[src/rtl/irq_pkg.sv]
package irq_pkg;
    typedef enum logic [1:0] {
        ST_IDLE    = 2'd0,
        ST_LO      = 2'd1,
        ST_HI      = 2'd2,
        ST_HI_NEST = 2'd3
    } nest_state_t;
endpackage

[src/rtl/irq_ext_sync.sv]
module irq_ext_sync (
    input  logic clk,
    input  logic rst_n,
    input  logic pin_n,
    input  logic edge_mode,
    input  logic clr,
    output logic active
);
    logic s1, s2, s3, flag;
    logic fall;

    assign fall = s3 & ~s2;

    always_ff @(posedge clk or negedge rst_n) begin
        if (!rst_n) begin
            s1   <= 1'b1;
            s2   <= 1'b1;
            s3   <= 1'b1;
            flag <= 1'b0;
        end else begin
            s1 <= pin_n;
            s2 <= s1;
            s3 <= s2;
            if (!edge_mode)
                flag <= 1'b0;
            else if (fall)
                flag <= 1'b1;
            else if (clr)
                flag <= 1'b0;
        end
    end

    assign active = edge_mode ? flag : ~s2;
endmodule

[src/rtl/irq_prio_pick.sv]
module irq_prio_pick #(
    parameter int W  = 14,
    parameter int IW = $clog2(W)
) (
    input  logic [W-1:0]  req,
    output logic          found,
    output logic [IW-1:0] idx
);
    always_comb begin
        found = |req;
        idx   = '0;
        for (int i = W - 1; i >= 0; i--) begin
            if (req[i]) idx = IW'(i);
        end
    end
endmodule

[src/rtl/irq_nest_arbiter.sv]
module irq_nest_arbiter
    import irq_pkg::*;
#(
    parameter int NUM_SRC  = 14,
    parameter int EXT0_POS = 0,
    parameter int EXT1_POS = 5,
    localparam int VW      = $clog2(NUM_SRC)
) (
    input  logic               clk,
    input  logic               rst_n,
    input  logic [NUM_SRC-1:0] src_req,
    input  logic [1:0]         ext_n,
    input  logic [1:0]         ext_edge,
    input  logic [NUM_SRC-1:0] src_en,
    input  logic [NUM_SRC-1:0] src_hi,
    input  logic               glob_en,
    input  logic               ack,
    input  logic               reti,
    output logic               irq_valid,
    output logic [VW-1:0]      irq_vec,
    output logic               irq_level,
    output logic [1:0]         in_svc
);
    nest_state_t state, state_nx;
    logic [1:0]         ext_act;
    logic [1:0]         ext_clr;
    logic [NUM_SRC-1:0] eff_req, pend;
    logic               hi_found, lo_found;
    logic [VW-1:0]      hi_idx, lo_idx;
    logic               take;

    localparam int EXT_POS [2] = '{EXT0_POS, EXT1_POS};

    assign take = ack & ~reti & irq_valid;

    for (genvar k = 0; k < 2; k++) begin : g_ext
        assign ext_clr[k] = take && (irq_vec == VW'(EXT_POS[k]));
        irq_ext_sync u_sync (
            .clk       (clk),
            .rst_n     (rst_n),
            .pin_n     (ext_n[k]),
            .edge_mode (ext_edge[k]),
            .clr       (ext_clr[k]),
            .active    (ext_act[k])
        );
    end

    always_comb begin
        eff_req           = src_req;
        eff_req[EXT0_POS] = ext_act[0];
        eff_req[EXT1_POS] = ext_act[1];
        pend              = eff_req & src_en & {NUM_SRC{glob_en}};
    end

    irq_prio_pick #(.W(NUM_SRC), .IW(VW)) u_pick_hi (
        .req   (pend & src_hi),
        .found (hi_found),
        .idx   (hi_idx)
    );

    irq_prio_pick #(.W(NUM_SRC), .IW(VW)) u_pick_lo (
        .req   (pend & ~src_hi),
        .found (lo_found),
        .idx   (lo_idx)
    );

    always_ff @(posedge clk or negedge rst_n) begin
        if (!rst_n) state <= ST_IDLE;
        else        state <= state_nx;
    end

    always_comb begin
        state_nx = state;
        unique case (state)
            ST_IDLE: begin
                if (take) state_nx = irq_level ? ST_HI : ST_LO;
            end
            ST_LO: begin
                if (reti)      state_nx = ST_IDLE;
                else if (take) state_nx = ST_HI_NEST;
            end
            ST_HI: begin
                if (reti) state_nx = ST_IDLE;
            end
            ST_HI_NEST: begin
                if (reti) state_nx = ST_LO;
            end
        endcase
    end

    always_comb begin
        irq_valid = 1'b0;
        irq_vec   = '0;
        irq_level = 1'b0;
        in_svc    = 2'b00;
        unique case (state)
            ST_IDLE: begin
                if (hi_found) begin
                    irq_valid = 1'b1;
                    irq_vec   = hi_idx;
                    irq_level = 1'b1;
                end else if (lo_found) begin
                    irq_valid = 1'b1;
                    irq_vec   = lo_idx;
                end
            end
            ST_LO: begin
                in_svc = 2'b01;
                if (hi_found) begin
                    irq_valid = 1'b1;
                    irq_vec   = hi_idx;
                    irq_level = 1'b1;
                end
            end
            ST_HI:      in_svc = 2'b10;
            ST_HI_NEST: in_svc = 2'b11;
        endcase
    end
endmodule

[config.mk]
export PLATFORM = sky130hd
export DESIGN_NAME = irq_nest_arbiter
export DESIGN_NICKNAME = d
export VERILOG_FILES = /design/src/rtl/irq_pkg.sv /design/src/rtl/irq_ext_sync.sv /design/src/rtl/irq_prio_pick.sv /design/src/rtl/irq_nest_arbiter.sv
export SDC_FILE = /design/constraint.sdc
export NUM_CORES = 1
export LEC_CHECK = 0
export BUFFER_PORTS_ARGS = -buffer_cell sky130_fd_sc_hd__buf_4
export CAP_MARGIN = 20
export CORE_ASPECT_RATIO = 2
export CORE_MARGIN = 2
export CORE_UTILIZATION = 30
export CTS_CLUSTER_SIZE = 12
export DETAILED_ROUTE_END_ITERATION = 8
export GPL_TIMING_DRIVEN = 0
export SLEW_MARGIN = 5
export SYNTH_ARGS = -nofsm -noshare
export SYNTH_HDL_FRONTEND = slang
export SYNTH_SLANG_ARGS = --single-unit
[constraint.sdc]
create_clock -name clk -period 3.1 [get_ports clk]
set_clock_uncertainty 0.2 [all_clocks]
set_input_delay 0.31 -clock clk [delete_from_list [all_inputs] [get_ports clk]]
set_output_delay 0.31 -clock clk [all_outputs]
set_load 0.05 [all_outputs]
Word level (Yosys, flattened, before mapping)
Index checks and enable logic that the tools add are counted.
{"block": "totals", "elab_cells": 92, "reg_bits": 10, "input_bits": 51, "out_inout_bits": 8}
{"block": "op_classes", "n_mux": 53, "n_bitwise": 12, "n_eq_ne": 10, "reduce_logical": 8}
{"op": "4-bit 2-to-1 mux", "count": 31}
{"op": "14-bit bitwise AND", "count": 4}
{"op": "14-bit OR reduction", "count": 2}
{"op": "14-bit NOT", "count": 1}
{"op": "1-bit 2-to-1 mux", "count": 12}
{"op": "2-bit 2-to-1 mux", "count": 6}
{"op": "2-bit case mux with 4 select lines", "count": 1}
{"op": "4-bit case mux with 2 select lines", "count": 1}
{"op": "2-bit != test (second input constant)", "count": 3}
{"op": "3-bit by 1-bit != test with 1-bit output (second input constant)", "count": 2}
{"op": "2-bit case mux with 3 select lines", "count": 1}
{"op": "1-bit bitwise AND", "count": 4}
{"op": "2-bit equality test (second input constant)", "count": 2}
{"op": "4-bit by 3-bit equality test with 1-bit output (second input constant)", "count": 1}
{"op": "4-bit zero test", "count": 1}
{"op": "4-bit AND reduction", "count": 1}
{"op": "3-bit != test (second input constant)", "count": 1}
{"op": "1-bit NOT", "count": 3}
{"op": "2-bit by 1-bit equality test with 1-bit output (second input constant)", "count": 1}
{"op": "1-bit logical AND", "count": 2}
{"op": "2-bit zero test", "count": 1}
{"op": "1-bit case mux with 2 select lines", "count": 1}
{"op": "2-bit OR reduction", "count": 1}

Depth between registers and ports, before layout
Gate-level depths: netlist of run 1.
{"block": "logic_depth", "word_depth": 27, "ltp_mapped": 10, "depth_no_buf": 7}

By module
From an unflattened synthesis of run 1, not the netlist that was laid out.
{"block": "hier_totals", "cells_unflattened": 159, "hier_area_um2": 1091.0}
{"module": "irq_nest_arbiter", "seq_area_each_um2": 50.0, "area_each_um2": 505.5, "cells_each": 91, "n_inst": 1}
{"module": "irq_prio_pick", "seq_area_each_um2": 0.0, "area_each_um2": 148.9, "cells_each": 25, "n_inst": 2}
{"module": "irq_ext_sync", "seq_area_each_um2": 103.8, "area_each_um2": 143.9, "cells_each": 9, "n_inst": 2}

Least setup slack after synthesis of run 1
OpenSTA, ideal clock, no wires.
{"block": "synth_path", "path_type": "register to output", "from": "reg g_ext[1].u_sync.s2", "to": "out irq_vec[0]", "setup_slack_ns": -0.371, "required_ns": 2.590, "path_buffers": 1, "stages_incl_launch_ff": 8, "t_arrival_ns": 2.961, "cell_sequence": "dfstp_2 > or2_1 > a21boi_1 > or3_4 > nor4b_4 > buf_6 > nand4_2 > a221oi_1"}
{"block": "synth_between", "elab_chain_len": 14, "elab_cells_between_ends": 24, "classes_between": "17 x mux; 5 x bitwise; 2 x reduce/logical"}
{"item": "start, declared", "line": "irq_ext_sync.sv:9", "rtl": "logic s1, s2, s3, flag;"}
{"item": "start signal, assigned", "line": "irq_ext_sync.sv:17", "rtl": "s2 <= 1'b1;"}
{"item": "start signal, assigned", "line": "irq_ext_sync.sv:22", "rtl": "s2 <= s1;"}
{"item": "1-bit NOT *", "line": "irq_ext_sync.sv:33", "rtl": "assign active = edge_mode ? flag : ~s2;"}
{"item": "1-bit 2-to-1 mux *", "line": "irq_ext_sync.sv:33"}
{"item": "14-bit bitwise AND * (2 in a row)", "line": "irq_nest_arbiter.sv:52", "rtl": "pend = eff_req & src_en & {NUM_SRC{glob_en}};"}
{"item": "14-bit bitwise AND", "line": "irq_nest_arbiter.sv:62", "rtl": ".req (pend & ~src_hi),"}
{"item": "4-bit 2-to-1 mux (6 in a row)", "line": "irq_prio_pick.sv:13", "rtl": "if (req[i]) idx = IW'(i);"}
{"item": "4-bit 2-to-1 mux", "line": "irq_nest_arbiter.sv:102", "rtl": "end else if (lo_found) begin"}
{"item": "4-bit 2-to-1 mux", "line": "irq_nest_arbiter.sv:98", "rtl": "if (hi_found) begin"}
{"item": "4-bit case mux with 2 select lines *", "line": "irq_nest_arbiter.sv:96", "rtl": "unique case (state)"}
{"item": "end, declared", "line": "irq_nest_arbiter.sv:20", "rtl": "output logic [VW-1:0] irq_vec,"}
Every way passes the cells marked *; elsewhere a longest branch is shown, timed or not.

Final worst setup path of run 1
Ends and elaborated chain as after synthesis.

==> impl_metrics.tcl, run 1 <==
set metrics [dict create \
    cp.arrival_ns 2.44 \
    place_area_um2 1650 \
    yosysSeqAreaShare 0.222 \
    synthXorXnorAreaFrac 0 \
    nNetsFinal 261 \
    ys_warn_count 0 \
    grt_use_total 0.167 \
    dp_cells 251 \
    cts_buffer_depth 2 \
    finalSetupViolations 0 \
    synth_top_family_by_area "simple AND/OR/NAND/NOR gates" \
    ys_seq_elements 10 \
    dieHeight_um 91.9 \
    drtAntennaViolNets 0 \
    design_area_um2 1780 \
    irDropWorstVdd_v 0.000281 \
    antenna_found_initial 0 \
    area_delta_synth_final_pct 53.5 \
    synthTopCellsByArea "dfstp_2 14%, dfrtp_1 8.6%, nand4_1 7.6%" \
    synth_cells 144 \
    cts_root_buffer "clkbuf_8" \
    synth_edf_count 0 \
    path_cells "or2_4, a21boi_2, or3_4, nor4b_4, buf_6, nand4_4, a221oi_4, buf_6" \
    period_needed_ns 2.95 \
    cpMostUsedCell "buf_6" \
    fmax_ghz 0.339 \
    synth_adder_area_share 0 \
    die_w_um 48.0 \
    vias_per_cell 5.31 \
    grt_max_degree 11 \
    layout_setup_ws_ns 0.153 \
    die-area_um2 4410 \
    core_region_area_um2 3760 \
    p_leak_nw 0.804 \
    end_kind "output port" \
    drv_cap 0 \
    synth_compound_area_frac 0.275 \
    cts.sink_count 10 \
    drt-total-wl_um 3480 \
    synth_area_um2 1160 \
    critical_path_class "reg2out" \
    place_ws_ns 0.162 \
    clk_pin_slew_worst_paths_ns 0.05 \
    drt_pass1_iterations 4 \
    drcViolationCount 0 \
    slew_viol_final 0 \
    grt_pass1_wl_um 5690 \
    initialDrtViolationCount 45 \
    yosysTopAreaCell "dfstp_2" \
    io_buffers 56 \
    clock_latency_ns 0.23 \
    startpoint_type "register" \
    htreeDepth 1 \
    vias 1381 \
    worst_hold_path_type "in2reg" \
    cp_slowest_stage_delay_ns 0.55 \
    finalCritPeriodShare 0.951 \
    dp_hpwl_um 2880 \
    fin_setup_tns_ns 0 \
    critPathRequiredTime_ns 2.59 \
    grt_pass1_vias 1349 \
    finalWeightedCongestion 0.862 \
    pin_count 59 \
    synthSimpleGateAreaFrac 0.428 \
    synthMuxAreaShare 0 \
    netlist.area_leader.share 0.136 \
    rsz0062_at_grt "false" \
    synth_nets 195 \
    syn-mean-instance-area_um2 8.05 \
    wl_per_cell_um 13.4 \
    slew_headroom 0.745 \
    synth_cell_type_count 53 \
    hold_viol 0 \
    worst_pin_slew_ns 0.373 \
    rows 32 \
    overflow 0 \
    n_antenna_cell 0 \
    p_per_area_nw_per_um2 356 \
    final_util 0.473 \
    status "finished clean" \
    async_reset_ff_frac 1.00 \
    final_layout_size_suffix_gt1_frac 0.455 \
    synth_ff_type "dfstp_2" \
    cts_inserted_buffers 3 \
    cts_tree "yes" \
    fin_cells 260 \
    slowest_stage "dfstp_2" \
    initial_core_util 0.308 \
    path_max_fanout 4 \
]
[metal layers]
| layer | vias to the layer above | track usage | wire length (um) |
|---|---|---|---|
| li1 | 703 | - | - |
| met1 | 628 | 0.218 | 1490 |
| met2 | 48 | 0.276 | 1770 |
| met3 | 2 | 0.0354 | 201 |
| met4 | 0 | 0.0293 | 21 |
| met5 | - | 0 | 0 |
[cells in the mapped netlist (all sizes together), types with 3 or more instances]
master,n
nand4,15
nor3,3
nor2,18
nand2,11
buf,5
nand2b,4
a31oi,3
inv,6
a21oi,4
a211o,3
dfstp,6
or3,3
nand3,9
nand4b,4
dfrtp,4
o21ai,5
[cell type report]
class | instances | area, um2
repair buffers | 61 | 469
plain buffers | 7 | 63.8
multi-input cells | 121 | 848
well taps | 51 | 63.8
fillers | 404 | 1980
inverters | 6 | 22.5
flip-flops and latches | 10 | 258
clock buffers | 4 | 55.1
[cell families after synthesis]
group	after synthesis
simple gates	82
compound gates	39
buf+inv	13
flops	10
[through the flow]
step                power [mW]  hold slack [ns]
CTS                      0.627           0.0383
global placement         0.453          -0.0603
global route             0.670           0.0473
detailed placement       0.456          -0.0563
finish                   0.633           0.0446
floorplan                0.344           -0.186
[worst paths after layout]
check                                   startpoint                    to  slack (ns)  depth (start not counted)
worst max-delay path            g_ext[1].u_sync.s2            irq_vec[0]        0.15                          8
worst min-delay path                          reti              state[1]        0.04                          2
worst max register to register  g_ext[1].u_sync.s2  g_ext[1].u_sync.flag        0.59                          8
worst min register to register  g_ext[1].u_sync.s1    g_ext[1].u_sync.s2        0.15                          0
max in group asynchronous                    rst_n    g_ext[0].u_sync.s1        2.24                          2
min in group asynchronous                    rst_n  g_ext[1].u_sync.flag        0.24                          2
[flip-flops by register name (all words and copies together) (netlist names)]
name and cells:
g_ext.u_sync.s1 2, g_ext.u_sync.s3 2, state 2, g_ext.u_sync.flag 2, g_ext.u_sync.s2 2
[placed cells by master (no fill, tap or decap), types with 2 or more instances in the layout]
master	n
a211o_2	2
a21o_1	2
a21oi_1	4
a31o_2	2
a31oi_1	3
buf_4	57
buf_6	6
clkbuf_1	2
clkbuf_8	4
dfrtp_1	4
dfstp_2	6
dlygate4sd3_1	3
inv_1	6
nand2_1	11
nand2b_1	4
nand3_1	9
nand4_1	14
nand4b_1	4
nor2_1	18
nor3_1	3
nor4_1	2
o21ai_0	5
o21bai_1	2
o311ai_0	2
or3_2	2
or4_1	2
[worst max-delay path: cells and delay by family (launching register included)]
| family | cells | cell delay [ns] |
|---|---|---|
| compound gates | 2 | 0.37 |
| buf+inv | 2 | 0.34 |
| flops | 1 | 0.55 |
| simple gates | 4 | 0.93 |
[where the power goes]
group	total [mW]	internal (mW)	switching [mW]
clock	0.161	0.111	0.0491
combinational	0.318	0.144	0.174
sequential	0.154	0.144	0.0107
total	0.633	0.399	0.234
[repair_timing]
| item | CTS | global route |
|---|---|---|
| hold endpoints to repair | 12 | 0 |
| buffers inserted | 1 | 1 |
| setup endpoints to repair | 1 | 1 |
| hold buffers | 3 | 0 |
| gates resized for setup | 1 | 4 |
| pin swaps | 2 | 3 |
No activity file was read; power rests on OpenSTA's default activity.
==> run 2, diff against run 1 <==
--- a/config.mk
+++ b/config.mk
@@ -16,4 +16,5 @@
 export SLEW_MARGIN = 5
 export SYNTH_ARGS = -nofsm -noshare
 export SYNTH_HDL_FRONTEND = slang
+export SYNTH_HIERARCHICAL = 1
 export SYNTH_SLANG_ARGS = --single-unit
==> run 2 against run 1 <==
Clock-buffer cell count stayed put. Total power is 7.8% lower. First-iteration DRC count is 22% lower. Fmax is 2.1% lower. Non-clock buffer count is 4 higher. Clock power is 19% lower. Worst setup slack worse by 0.063 ns. Area after synthesis is 5.9% lower. Flip-flop and latch count stayed put. Synthesized cell count is 10% higher. Critical path depth is 2 higher. Combinational power is 4% lower. Critical endpoint is now irq_vec[1].
==> impl_metrics.tcl, run 2 <==
set metrics [dict create \
    drv_cap 0 \
    die-area_um2 4160 \
    synth_cells 159 \
    startpoint_type "register" \
    grt_pass1_wl_um 4930 \
    nNetsFinal 282 \
    vias 1335 \
    finalCritPeriodShare 0.971 \
    worst_hold_path_type "in2reg" \
    dieHeight_um 89.3 \
    cts_buffer_depth 2 \
    mostFrequentLayoutCells "62 x buf_4, 41 x nor2_1, 22 x inv_1" \
    cts_inserted_buffers 3 \
    die_w_um 46.6 \
    slowest_stage "dfstp_2" \
    n_antenna_cell 0 \
    antenna_found_initial 0 \
    overflow 0 \
    cts_tree "yes" \
    rows 31 \
    slew_viol_final 0 \
    vias_per_cell 4.78 \
    area_delta_synth_final_pct 60.8 \
    synth_nets 210 \
    drt_pass1_iterations 4 \
    cts.sink_count 10 \
    final_util 0.492 \
    ys_seq_elements 10 \
    path_cells "o21ai_2, nand3_2, nor2_2, or4_4, nand3b_1, buf_6, and2_2, a31o_1, and2_4, buf_8" \
    synth_edf_count 0 \
    io_buffers 56 \
    synth_area_um2 1090 \
    grt_use_total 0.157 \
    worst_pin_slew_ns 0.423 \
    yosysSeqAreaShare 0.236 \
    htreeDepth 1 \
    clk_pin_slew_worst_paths_ns 0.04 \
    synth_ff_type "dfstp_2" \
    syn-mean-instance-area_um2 6.86 \
    hold_viol 0 \
    initialDrtViolationCount 35 \
    layout_setup_ws_ns 0.0894 \
    final_layout_size_suffix_gt1_frac 0.413 \
    grt_pass1_vias 1250 \
    drt-total-wl_um 3240 \
    irDropWorstVdd_v 0.000228 \
    p_per_area_nw_per_um2 333 \
    fin_cells 279 \
    cp.arrival_ns 2.50 \
    multi_input_area_um2 757 \
    netlist.area_leader.share 0.144 \
    period_needed_ns 3.01 \
    finalWeightedCongestion 0.909 \
    grt_max_degree 11 \
    critPathRequiredTime_ns 2.59 \
    synth_cell_type_count 33 \
    critical_path_class "reg2out" \
    initial_core_util 0.306 \
    seq_area_um2 258 \
    cts_root_buffer "clkbuf_8" \
    yosysTopAreaCell "dfstp_2" \
    place_ws_ns -0.164 \
    pin_count 59 \
    yosys-top-cells-count "42 x nor2_1, 22 x inv_1, 14 x nand3_1" \
    core_region_area_um2 3570 \
    yosysMostFrequentCell "nor2_1" \
    dp_cells 264 \
    dp_hpwl_um 2690 \
    end_kind "output port" \
    holdWs_ns 0.0512 \
    drtAntennaViolNets 0 \
    clock_latency_ns 0.23 \
    ys_warn_count 6 \
    finalSetupViolations 0 \
    final_common_cell "buf_4" \
    slew_headroom 0.716 \
    crit_family "simple AND/OR/NAND/NOR gates" \
    p_leak_nw 0.817 \
    wl_per_cell_um 11.6 \
    path_buf_inv 2 \
    status "finished clean" \
    drcViolationCount 0 \
    fmax_ghz 0.332 \
    n_fill_cell 384 \
    async_reset_ff_frac 1.00 \
    cp_slowest_stage_delay_ns 0.54 \
    path_max_fanout 5 \
    synthTopCellsByArea "dfstp_2 14%, nor2_1 14%, dfrtp_1 9.2%" \
]
==> run 2: cell types whose count changed in the layout (fill, tap and decap cells not counted), sizes merged, moves of 3 or more <==
cell,change
a211o,-3
a21oi,+4
a31oi,-3
buf,+3
inv,+16
nand2,-7
nand3,+5
nand4,-15
nand4b,-4
nor2,+24
nor3b,+5
nor4,+6
or3,-3
==> run 2: path summary, 6_finish.rpt <==
check                                       endpoint  depth (start not counted)          startpoint  slack [ns]
max in group asynchronous         g_ext[0].u_sync/s3                          2               rst_n        2.23
worst min-delay path                        state[1]                          2                reti        0.05
worst max register to register  g_ext[1].u_sync/flag                         12  g_ext[0].u_sync/s2        0.16
worst min register to register    g_ext[1].u_sync/s2                          0  g_ext[1].u_sync/s1        0.15
min in group asynchronous       g_ext[0].u_sync/flag                          2               rst_n        0.25
worst max-delay path                      irq_vec[1]                         10  g_ext[0].u_sync/s2        0.09
==> run 2: layout make-up <==
| cell class | instances | area share |
|---|---|---|
| Buffer | 5 | 0.0178 |
| Timing Repair Buffer | 67 | 0.296 |
| Sequential cell | 10 | 0.147 |
| Inverter | 22 | 0.0471 |
| Multi-Input combinational cell | 122 | 0.432 |
| Clock buffer | 4 | 0.0257 |
| Tap cell | 49 | 0.0350 |
==> run 2: per-layer routing <==
layer | vias to the layer above | GRT usage | share of wire
li1 | 687 | - | -
met1 | 619 | 0.143 | 0.35
met2 | 29 | 0.340 | 0.62
met3 | 0 | 0.0182 | 0.029
met4 | 0 | 0.0227 | 0
met5 | - | 0 | 0
==> run 2: cell families (layout without fill, tap and decap cells) <==
group	count (synthesis)	count (layout)	synth area share
buf+inv	27	98	0.103
flops	10	10	0.236
simple gates	92	92	0.475
compound gates	30	30	0.186
==> run 2: report_power, final <==
group	internal [mW]	switching [mW]	total, mW
registers	0.143	0.00629	0.149
clock network	0.0891	0.0407	0.130
logic	0.144	0.161	0.304
total	0.376	0.208	0.584
==> run 2: what timing repair did <==
item	in CTS	in global routing
buffers inserted	1	6
setup endpoints to repair	2	3
pin swaps	0	5
hold endpoints to repair	12	0
gates cloned	0	1
hold buffers	3	0
resized for setup	3	10
==> run 2: through the flow <==
stage	power, mW	cell area, um2	TNS (ns)
2_1_floorplan	0.320	1090	0
3_3_place_gp	0.421	1570	-0.482
3_5_place_dp	0.423	1570	-0.527
4_1_cts	0.565	1670	0
5_1_grt	0.624	1750	-0.00224
6_report	0.584	1750	0
==> run 3, diff against run 2 <==
--- a/config.mk
+++ b/config.mk
@@ -7,12 +7,12 @@
 export LEC_CHECK = 0
 export BUFFER_PORTS_ARGS = -buffer_cell sky130_fd_sc_hd__buf_4
 export CAP_MARGIN = 20
-export CORE_ASPECT_RATIO = 2
 export CORE_MARGIN = 2
-export CORE_UTILIZATION = 30
+export CORE_UTILIZATION = 45
 export CTS_CLUSTER_SIZE = 12
 export DETAILED_ROUTE_END_ITERATION = 8
 export GPL_TIMING_DRIVEN = 0
+export PLACE_DENSITY = 0.8
 export SLEW_MARGIN = 5
 export SYNTH_ARGS = -nofsm -noshare
 export SYNTH_HDL_FRONTEND = slang
==> run 3 against run 2 <==
Clock power decreased by 14%. Non-clock buffer count increased by 1. Flip-flop and latch count unchanged. Largest cell class unchanged.
==> impl_metrics.tcl, run 3 (same netlist as run 2, synthesis figures left out) <==
set metrics [dict create \
    initial_core_util 0.484 \
    io_buffers 56 \
    dp_hpwl_um 2580 \
    cts_buffer_depth 2 \
    slew_headroom 0.744 \
    whs_endpoint "state[1]" \
    rr_worst_depth 12 \
    vias_per_cell 5.52 \
    cts.sink_count 10 \
    mostFrequentLayoutCells "63 x buf_4, 41 x nor2_1, 22 x inv_1" \
    p_leak_nw 0.826 \
    cp.arrival_ns 2.52 \
    final_util 0.774 \
    drtAntennaViolNets 0 \
    worst_hold_path_type "in2reg" \
    initialDrtViolationCount 39 \
    final_layout_size_suffix_gt1_frac 0.429 \
    clock_latency_ns 0.26 \
    vias 1429 \
    slowest_stage "nor3b_1" \
    reg2reg_to "g_ext[0].u_sync/flag" \
    critical_path_class "in2out" \
    overflow 0 \
    cp_slowest_stage_delay_ns 0.40 \
    cts_tree "yes" \
    hold_start "reti" \
    rows 17 \
    wl_per_cell_um 13.8 \
    path_cells "buf_4, clkbuf_2, nand3_1, nor2_1, nor4_1, nor3b_1, nand3b_1, nor2b_1, a31o_1, and2_4, buf_6" \
    period_needed_ns 3.03 \
    r2r_start "g_ext[0].u_sync/s2" \
    finalWeightedCongestion 0.826 \
    grt_max_degree 11 \
    worst_pin_slew_ns 0.380 \
    place_area_um2 1550 \
    design_area_um2 1750 \
    htreeDepth 1 \
    finalSetupViolations 0 \
    p_per_area_nw_per_um2 330 \
    seq_area_um2 258 \
    grt_pass1_vias 1331 \
    n_fill_cell 168 \
    drt_pass1_iterations 4 \
    die-area_um2 2830 \
    pin_count 59 \
    end_kind "output port" \
    clk_pin_slew_worst_paths_ns 0.06 \
    path_max_fanout 10 \
    hold_viol 0 \
    startpoint_type "input port" \
    multi_input_area_um2 776 \
    dieHeight_um 53.2 \
    cts_root_buffer "clkbuf_4" \
    status "finished clean" \
    drt-total-wl_um 3560 \
    cts_inserted_buffers 3 \
    die_w_um 53.2 \
    grt_use_total 0.259 \
    place_ws_ns -0.131 \
    n_antenna_cell 0 \
    rsz0062_at_grt "false" \
    finalCritPeriodShare 0.977 \
    timing.reg2reg.setup_slack_ns 0.15 \
    antenna_found_initial 0 \
    drcViolationCount 0 \
    drv_cap 0 \
    final_common_cell "buf_4" \
    slew_viol_final 0 \
    grt_pass1_wl_um 5350 \
    area_delta_synth_final_pct 60.0 \
    holdPathStages 2 \
    irDropWorstVdd_v 0.000416 \
    core_region_area_um2 2250 \
    nNetsFinal 283 \
    critPathRequiredTime_ns 2.59 \
    layout_setup_ws_ns 0.0706 \
    fmax_ghz 0.330 \
]
run 3: cell types whose count changed in the layout (fill, tap and decap cells not counted), sizes merged:
cell  before  now
buf       66   67
run 3: worst max path at each step:
stage                             startpoint                   end  slack, ns  cells after the start
after floorplan                      glob_en            irq_vec[0]       0.07                      8
after global placement               glob_en  g_ext[1].u_sync/flag      -0.05                     12
after detailed placement             glob_en  g_ext[1].u_sync/flag      -0.13                     13
after CTS                 g_ext[0].u_sync/s2            irq_vec[1]      0.007                     10
after global routing      g_ext[0].u_sync/s2            irq_vec[1]      0.006                     10
final                                glob_en            irq_vec[3]       0.07                     11
run 3: timing repair:
item,CTS,global route
buffers inserted,8,0
pin swaps,4,2
cloned,1,0
gates resized for setup,7,10
hold buffers,3,0
setup endpoints to repair,2,7
endpoints found under the hold margin,12,0
run 3: power by group:
part           switching, mW  internal [mW]
clock network         0.0409         0.0712
logic                  0.167          0.147
registers            0.00682          0.143
run 3: metrics by stage:
step	instances	hold WS, ns	TNS [ns]	total power, mW
after floorplan	159	-0.186	0	0.320
after global placement	243	-0.0638	-0.138	0.414
after detailed placement	243	-0.0627	-0.306	0.419
after CTS	259	0.0151	0	0.563
after global routing	259	0.0157	0	0.606
final	259	0.0179	0	0.576
run 3: routing by layer:
layer  wire length [um]  global-route usage  part of all wire  up-vias
met2               1960               0.496              0.55       65
met3                241              0.0367             0.068       10
met5                  0                   0                 0        -
met4                 70               0.103             0.020        0
met1               1290               0.278              0.36      658
li1                   -                   -                 -      696
run 3: critical path, delay by kind of cell:
kind | cells | cell delay, ns
AO/OA/AOI/OAI | 1 | 0.26
AND/OR/NAND/NOR | 7 | 1.48
buffers and inverters | 3 | 0.46
run 3: layout make-up:
cell class              count  area share
clock buffers               4      0.0208
well taps                  28      0.0201
plain buffers               5      0.0179
inverters                  22      0.0473
repair buffers             68       0.302
multi-input cells         122       0.444
flip-flops and latches     10       0.148
